$ cat config.mk
export PLATFORM = sky130hd
export DESIGN_NAME = dp_banked_mem
export DESIGN_NICKNAME = d
export VERILOG_FILES = /design/src/rtl/dpbm_pkg.sv /design/src/rtl/dpbm_req_xbar.sv /design/src/rtl/dpbm_bank.sv /design/src/rtl/dpbm_rsp_xbar.sv /design/src/rtl/dp_banked_mem.sv
export SDC_FILE = /design/constraint.sdc
export NUM_CORES = 1
export LEC_CHECK = 0
export ABC_CLOCK_PERIOD_IN_PS = 11900
export BUFFER_PORTS_ARGS = -buffer_cell sky130_fd_sc_hd__buf_2
export CORE_AREA = 2 2 310 312
export CTS_CLUSTER_SIZE = 12
export DETAILED_ROUTE_END_ITERATION = 8
export DIE_AREA = 0 0 312 314
export GPL_TIMING_DRIVEN = 0
export PLACE_DENSITY_LB_ADDON = 0.1
export SLEW_MARGIN = 20
export SYNTH_ARGS = -nofsm -noshare
export SYNTH_HDL_FRONTEND = slang
export SYNTH_HIERARCHICAL = 1
export SYNTH_SLANG_ARGS = --single-unit
$ cat constraint.sdc
create_clock -name clk -period 11.9 [get_ports clk]
set_clock_uncertainty 0.05 [all_clocks]
set_input_delay 1.19 -clock clk [delete_from_list [all_inputs] [get_ports clk]]
set_output_delay 1.19 -clock clk [all_outputs]
set_load 0.005 [all_outputs]
$ cat src/rtl/dpbm_pkg.sv
package dpbm_pkg;

  // Requester identity carried with each bank access
  typedef logic port_id_t;
  localparam port_id_t PORT0 = 1'b0;
  localparam port_id_t PORT1 = 1'b1;

  // Bank index: low bits of the word address
  function automatic int unsigned bank_of(input int unsigned addr, input int unsigned bbits);
    return addr & ((32'd1 << bbits) - 32'd1);
  endfunction

  // Row inside the bank: remaining upper bits
  function automatic int unsigned row_of(input int unsigned addr, input int unsigned bbits);
    return addr >> bbits;
  endfunction

endpackage

$ cat src/rtl/dpbm_req_xbar.sv
module dpbm_req_xbar #(
  parameter int NBANK  = 2,
  parameter int ADDR_W = 6,
  parameter int DATA_W = 16,
  localparam int BB    = $clog2(NBANK),
  localparam int ROW_W = ADDR_W - BB
) (
  input  logic                         p0_req,
  input  logic                         p0_we,
  input  logic [ADDR_W-1:0]            p0_addr,
  input  logic [DATA_W-1:0]            p0_wdata,
  input  logic                         p1_req,
  input  logic                         p1_we,
  input  logic [ADDR_W-1:0]            p1_addr,
  input  logic [DATA_W-1:0]            p1_wdata,
  input  logic [NBANK-1:0]             bank_busy,
  output logic                         p0_gnt,
  output logic                         p1_gnt,
  output logic                         conflict,
  output logic [BB-1:0]                p0_bank,
  output logic [BB-1:0]                p1_bank,
  output logic [NBANK-1:0]             acc,
  output logic [NBANK-1:0]             acc_we,
  output logic [NBANK-1:0][ROW_W-1:0]  acc_row,
  output logic [NBANK-1:0][DATA_W-1:0] acc_wdata,
  output logic [NBANK-1:0]             acc_port
);
  import dpbm_pkg::*;

  logic [ROW_W-1:0] p0_row, p1_row;

  assign p0_bank = BB'(bank_of(32'(p0_addr), BB));
  assign p1_bank = BB'(bank_of(32'(p1_addr), BB));
  assign p0_row  = ROW_W'(row_of(32'(p0_addr), BB));
  assign p1_row  = ROW_W'(row_of(32'(p1_addr), BB));

  // Same-bank collision: port 0 keeps priority
  assign conflict = p0_req && p1_req && (p0_bank == p1_bank);
  assign p0_gnt   = p0_req && !bank_busy[p0_bank];
  assign p1_gnt   = p1_req && !bank_busy[p1_bank] && !conflict;

  // Per-bank steering of the winning request
  for (genvar b = 0; b < NBANK; b++) begin : g_steer
    logic from0, from1;
    assign from0 = p0_gnt && (p0_bank == BB'(b));
    assign from1 = p1_gnt && (p1_bank == BB'(b));
    assign acc[b]       = from0 || from1;
    assign acc_port[b]  = from0 ? PORT0 : PORT1;
    assign acc_we[b]    = from0 ? p0_we    : p1_we;
    assign acc_row[b]   = from0 ? p0_row   : p1_row;
    assign acc_wdata[b] = from0 ? p0_wdata : p1_wdata;
  end

endmodule

$ cat src/rtl/dpbm_bank.sv
module dpbm_bank #(
  parameter int ROW_W  = 5,
  parameter int DATA_W = 16,
  parameter int LAT    = 2,
  localparam int DEPTH = 1 << ROW_W,
  localparam int CW    = $clog2(LAT + 1)
) (
  input  logic              clk,
  input  logic              rst_n,
  input  logic              acc,
  input  logic              we,
  input  logic [ROW_W-1:0]  row,
  input  logic [DATA_W-1:0] wdata,
  input  logic              port,
  output logic              busy,
  output logic              rsp_v,
  output logic              rsp_port,
  output logic [DATA_W-1:0] rsp_data
);

  logic [DATA_W-1:0] mem [DEPTH];
  logic [CW-1:0]     cnt;
  logic              rd_q;
  logic              port_q;
  logic [DATA_W-1:0] data_q;

  // Occupancy countdown: loaded at acceptance, response on its last cycle
  always_ff @(posedge clk or negedge rst_n) begin
    if (!rst_n) begin
      cnt    <= '0;
      rd_q   <= 1'b0;
      port_q <= 1'b0;
    end else if (acc) begin
      cnt    <= CW'(LAT);
      rd_q   <= !we;
      port_q <= port;
    end else if (cnt != '0) begin
      cnt    <= cnt - CW'(1);
    end
  end

  // Storage: write commits on acceptance, read word captured on acceptance
  always_ff @(posedge clk) begin
    if (acc && we)  mem[row] <= wdata;
    if (acc && !we) data_q   <= mem[row];
  end

  // Final countdown cycle may overlap the next acceptance
  assign busy     = cnt > CW'(1);
  assign rsp_v    = (cnt == CW'(1)) && rd_q;
  assign rsp_port = port_q;
  assign rsp_data = data_q;

endmodule

$ cat src/rtl/dpbm_rsp_xbar.sv
module dpbm_rsp_xbar #(
  parameter int NBANK  = 2,
  parameter int DATA_W = 16
) (
  input  logic [NBANK-1:0]             rsp_v,
  input  logic [NBANK-1:0]             rsp_port,
  input  logic [NBANK-1:0][DATA_W-1:0] rsp_data,
  output logic [NBANK-1:0]             hit0,
  output logic [NBANK-1:0]             hit1,
  output logic                         p0_rvalid,
  output logic [DATA_W-1:0]            p0_rdata,
  output logic                         p1_rvalid,
  output logic [DATA_W-1:0]            p1_rdata
);
  import dpbm_pkg::*;

  for (genvar b = 0; b < NBANK; b++) begin : g_route
    assign hit0[b] = rsp_v[b] && (rsp_port[b] == PORT0);
    assign hit1[b] = rsp_v[b] && (rsp_port[b] == PORT1);
  end

  assign p0_rvalid = |hit0;
  assign p1_rvalid = |hit1;

  // At most one bank answers a given port per cycle, so OR-merge is safe
  always_comb begin
    p0_rdata = '0;
    p1_rdata = '0;
    for (int b = 0; b < NBANK; b++) begin
      if (hit0[b]) p0_rdata = p0_rdata | rsp_data[b];
      if (hit1[b]) p1_rdata = p1_rdata | rsp_data[b];
    end
  end

endmodule

$ cat src/rtl/dp_banked_mem.sv
module dp_banked_mem #(
  parameter int NBANK  = 2,
  parameter int ADDR_W = 6,
  parameter int DATA_W = 16,
  parameter int LAT    = 2,
  localparam int BB    = $clog2(NBANK),
  localparam int ROW_W = ADDR_W - BB
) (
  input  logic              clk,
  input  logic              rst_n,
  input  logic              p0_req,
  input  logic              p0_we,
  input  logic [ADDR_W-1:0] p0_addr,
  input  logic [DATA_W-1:0] p0_wdata,
  output logic              p0_gnt,
  output logic              p0_rvalid,
  output logic [DATA_W-1:0] p0_rdata,
  input  logic              p1_req,
  input  logic              p1_we,
  input  logic [ADDR_W-1:0] p1_addr,
  input  logic [DATA_W-1:0] p1_wdata,
  output logic              p1_gnt,
  output logic              p1_rvalid,
  output logic [DATA_W-1:0] p1_rdata
);

  // Named internal events
  logic                         conflict;
  logic [BB-1:0]                p0_bank, p1_bank;
  logic                         p0_tgt_busy, p1_tgt_busy;
  logic [NBANK-1:0]             bank_busy;
  logic [NBANK-1:0]             bank_acc;
  logic [NBANK-1:0]             acc_we;
  logic [NBANK-1:0][ROW_W-1:0]  acc_row;
  logic [NBANK-1:0][DATA_W-1:0] acc_wdata;
  logic [NBANK-1:0]             acc_port;
  logic [NBANK-1:0]             rsp_v;
  logic [NBANK-1:0]             rsp_port;
  logic [NBANK-1:0][DATA_W-1:0] rsp_data;
  logic [NBANK-1:0]             hit0, hit1;

  assign p0_tgt_busy = bank_busy[p0_bank];
  assign p1_tgt_busy = bank_busy[p1_bank];

  dpbm_req_xbar #(.NBANK(NBANK), .ADDR_W(ADDR_W), .DATA_W(DATA_W)) u_req (
    .p0_req    (p0_req),
    .p0_we     (p0_we),
    .p0_addr   (p0_addr),
    .p0_wdata  (p0_wdata),
    .p1_req    (p1_req),
    .p1_we     (p1_we),
    .p1_addr   (p1_addr),
    .p1_wdata  (p1_wdata),
    .bank_busy (bank_busy),
    .p0_gnt    (p0_gnt),
    .p1_gnt    (p1_gnt),
    .conflict  (conflict),
    .p0_bank   (p0_bank),
    .p1_bank   (p1_bank),
    .acc       (bank_acc),
    .acc_we    (acc_we),
    .acc_row   (acc_row),
    .acc_wdata (acc_wdata),
    .acc_port  (acc_port)
  );

  for (genvar b = 0; b < NBANK; b++) begin : g_bank
    dpbm_bank #(.ROW_W(ROW_W), .DATA_W(DATA_W), .LAT(LAT)) u_bank (
      .clk      (clk),
      .rst_n    (rst_n),
      .acc      (bank_acc[b]),
      .we       (acc_we[b]),
      .row      (acc_row[b]),
      .wdata    (acc_wdata[b]),
      .port     (acc_port[b]),
      .busy     (bank_busy[b]),
      .rsp_v    (rsp_v[b]),
      .rsp_port (rsp_port[b]),
      .rsp_data (rsp_data[b])
    );
  end

  dpbm_rsp_xbar #(.NBANK(NBANK), .DATA_W(DATA_W)) u_rsp (
    .rsp_v     (rsp_v),
    .rsp_port  (rsp_port),
    .rsp_data  (rsp_data),
    .hit0      (hit0),
    .hit1      (hit1),
    .p0_rvalid (p0_rvalid),
    .p0_rdata  (p0_rdata),
    .p1_rvalid (p1_rvalid),
    .p1_rdata  (p1_rdata)
  );

endmodule

==> results.toml <==
[run_status]
outcome = "finished clean"

[placement]
hpwl_um = 81600
gp_congestion = 0.927
portBuffers = 84

[sta]
worst_pin_slew_ns = 1.35
rsz0062_at_grt = "no"
post-route-period-util = 0.460
setup_violations = 0
relSlewSlack = 0.0933
final_hold_viol_count = 0
fmax_ghz = 0.183
setup_tns_ns = 0
fin_crit_ns = 5.48
slew_viol_final = 0

[critical_path]
r2r_cells = 12
rrSetupSlack_ns = 6.42
worst-path-max-fanout = 10
cp_data_arrival_time_ns = 5.74
path_class = "flop to flop"
endpoint_kind = "flop"
r2r_end = "g_bank[1].u_bank/rsp_data[9]$_DFFE_PP_"
required_ns = 12.17
worstReg2RegStart = "g_bank[1].u_bank/cnt[0]$_DFFE_PN0P_"
start_kind = "flop"

[floorplanning]
core_sq_mm = 0.0944
dieHeight_um = 314
dieArea_sq_mm = 0.0980
die_w_um = 312
rows = 113
top_level_ports = 86
start_util = 0.447

[power_and_ir_drop]
total_power_mw = 8.67
power.share.clock = 0.352
p_sw_mw = 2.25
power.density_mw_per_mm2 = 180
leakage_nw = 16.8
cellInternalPower_mw = 6.43
ir_drop_mv = 0.117
p_seq_frac = 0.502
power_frac_comb = 0.146
p_sw_frac = 0.259

[global_route]
grt_pass1_vias = 22500
antenna_found_initial = 4
overflow = 0
grt_max_degree = 33
grt_usage = 0.236
grt_pass1_wl_um = 164000

[clocking]
cts.hold.buffers_added = 0
cts_max_level = 3
cts_tree = "done"
post_cts_resized = 0
postCtsSetupRepairBufs = 0
numCtsBuffers = 107
cts_root_buf = "clkbuf_16"
cts_buffer_depth = 3
insertion_delay_ns = 0.67
clkTransAtPathRegs_ns = 0.06
clock-sinks = 1064

[detailed_routing]
drt_iter0_markers = 2328
via_per_inst = 5.88
routedWlPerCell_um = 29.8
antenna_left = 0
wl_um = 117000
drcViolationCount = 0
drtPass1Iterations = 6
vias = 23100

[yosys]
yosys_warnings = 6
syn_inst = 2338
synthesis.area_sq_mm = 0.0422
syn_avg_cell_area_sq_um = 18.1
synth_nets = 2392

[min_path]
hold_path.class = "primary input to asynchronous set/reset pin"

[flow_run]
max-cap-violations = 0

[cells_and_area]
drive_gt1_frac = 0.204
syn_to_final_growth_pct = 14.2
layout.nets = 2645
per-stage QoR:
step           cells  hold slack, ns  area (sq um)  setup slack [ns]  utilization
6_report        3931           0.308         48300              6.42        0.511
5_1_grt         3923           0.284         48200              6.47        0.511
4_1_cts         3923           0.279         48200              6.65        0.511
3_5_place_dp    3747           0.414         45100              6.59        0.478
3_3_place_gp    3687           0.405         44200              5.59        0.468
2_1_floorplan   2338           0.396         42200              7.45            -
critical path: stages (launching register included):
cell and delay, ns:
dfrtp_1 0.42, ha_1 0.24, nor2_1 0.49, nand3b_4 0.30, buf_6 0.24, mux2_4 0.19
buf_2 0.31, clkbuf_1 0.58, buf_2 0.54, mux2i_1 0.25, o22ai_1 0.13, nor4_1 1.09
nand2_1 0.26
worst max-delay path by stage:
stage / from / to / slack [ns] / cells past startpoint
after floorplan: p0_addr[0] / g_bank[0].u_bank/mem[25][0]$_DFFE_PP_ / 7.45 / 11
after global placement: p0_addr[0] / g_bank[0].u_bank/mem[26][7]$_DFFE_PP_ / 5.59 / 10
after detailed placement: p0_req / g_bank[1].u_bank/rsp_data[11]$_DFFE_PP_ / 6.59 / 11
after CTS: g_bank[1].u_bank/cnt[0]$_DFFE_PN0P_ / g_bank[1].u_bank/rsp_data[8]$_DFFE_PP_ / 6.65 / 12
after global routing: g_bank[1].u_bank/cnt[1]$_DFFE_PN0P_ / g_bank[1].u_bank/rsp_data[8]$_DFFE_PP_ / 6.47 / 13
final: g_bank[1].u_bank/cnt[0]$_DFFE_PN0P_ / g_bank[1].u_bank/rsp_data[9]$_DFFE_PP_ / 6.42 / 12
cell usage in the layout (no fill, tap or decap), types with 3 or more instances in the layout:
master	count
buf_8	10
o22ai_1	236
clkbuf_1	47
or3_1	4
or4b_1	8
mux2_2	8
nor3_2	8
mux2i_1	513
buf_6	57
nand4b_1	10
o2bb2ai_1	15
nand4bb_1	12
buf_2	177
nor2_4	4
and2_1	3
a32o_1	15
clkinv_1	21
nor2_1	10
buf_4	18
nor2_2	54
o22ai_2	20
inv_1	7
edfxtp_1	1056
nand4_1	4
or3b_2	4
clkinv_2	6
clkbuf_2	8
clkbuf_8	4
nor2b_1	3
ha_1	4
diode_2	8
mux2_4	38
clkbuf_16	111
dfrtp_1	8
nand3b_1	4
nor4_1	62
nand2_1	57
flip-flops by register name (all words and copies together), names as in the netlist:
name and cells:
g_bank.u_bank/rsp_data 32, g_bank.u_bank/rsp_port 2, g_bank.u_bank/rd_q 2, g_bank.u_bank/cnt 4, g_bank.u_bank/mem 1024
power by group through the flow:
stage	clock network (mW)	registers, mW	logic [mW]
after floorplan	0	4.41	0.730
after global placement	0	4.43	1.22
after detailed placement	0	4.43	1.25
after CTS	3.11	4.35	1.26
after global routing	3.25	4.36	1.32
final	3.06	4.35	1.26
area by class of cell:
type	instances	area, sq um
Inverter	7	26.3
Clock buffer	145	2950
Antenna cell	8	20.0
Fill cell	7753	46200
Tap cell	1265	1580
Sequential cell	1064	31900
Multi-Input combinational cell	1122	9650
Buffer	145	876
Timing Repair Buffer	144	1080
Clock inverter	31	165
metal layers:
metal | vias to the layer above | GRT usage | routed length (um)
met1 | 12100 | 0.347 | 52600
met2 | 866 | 0.369 | 53600
met5 | - | 0 | 11
met3 | 150 | 0.0375 | 7980
li1 | 9993 | - | -
met4 | 2 | 0.0616 | 2800
Power figures use the tool's default switching activity.
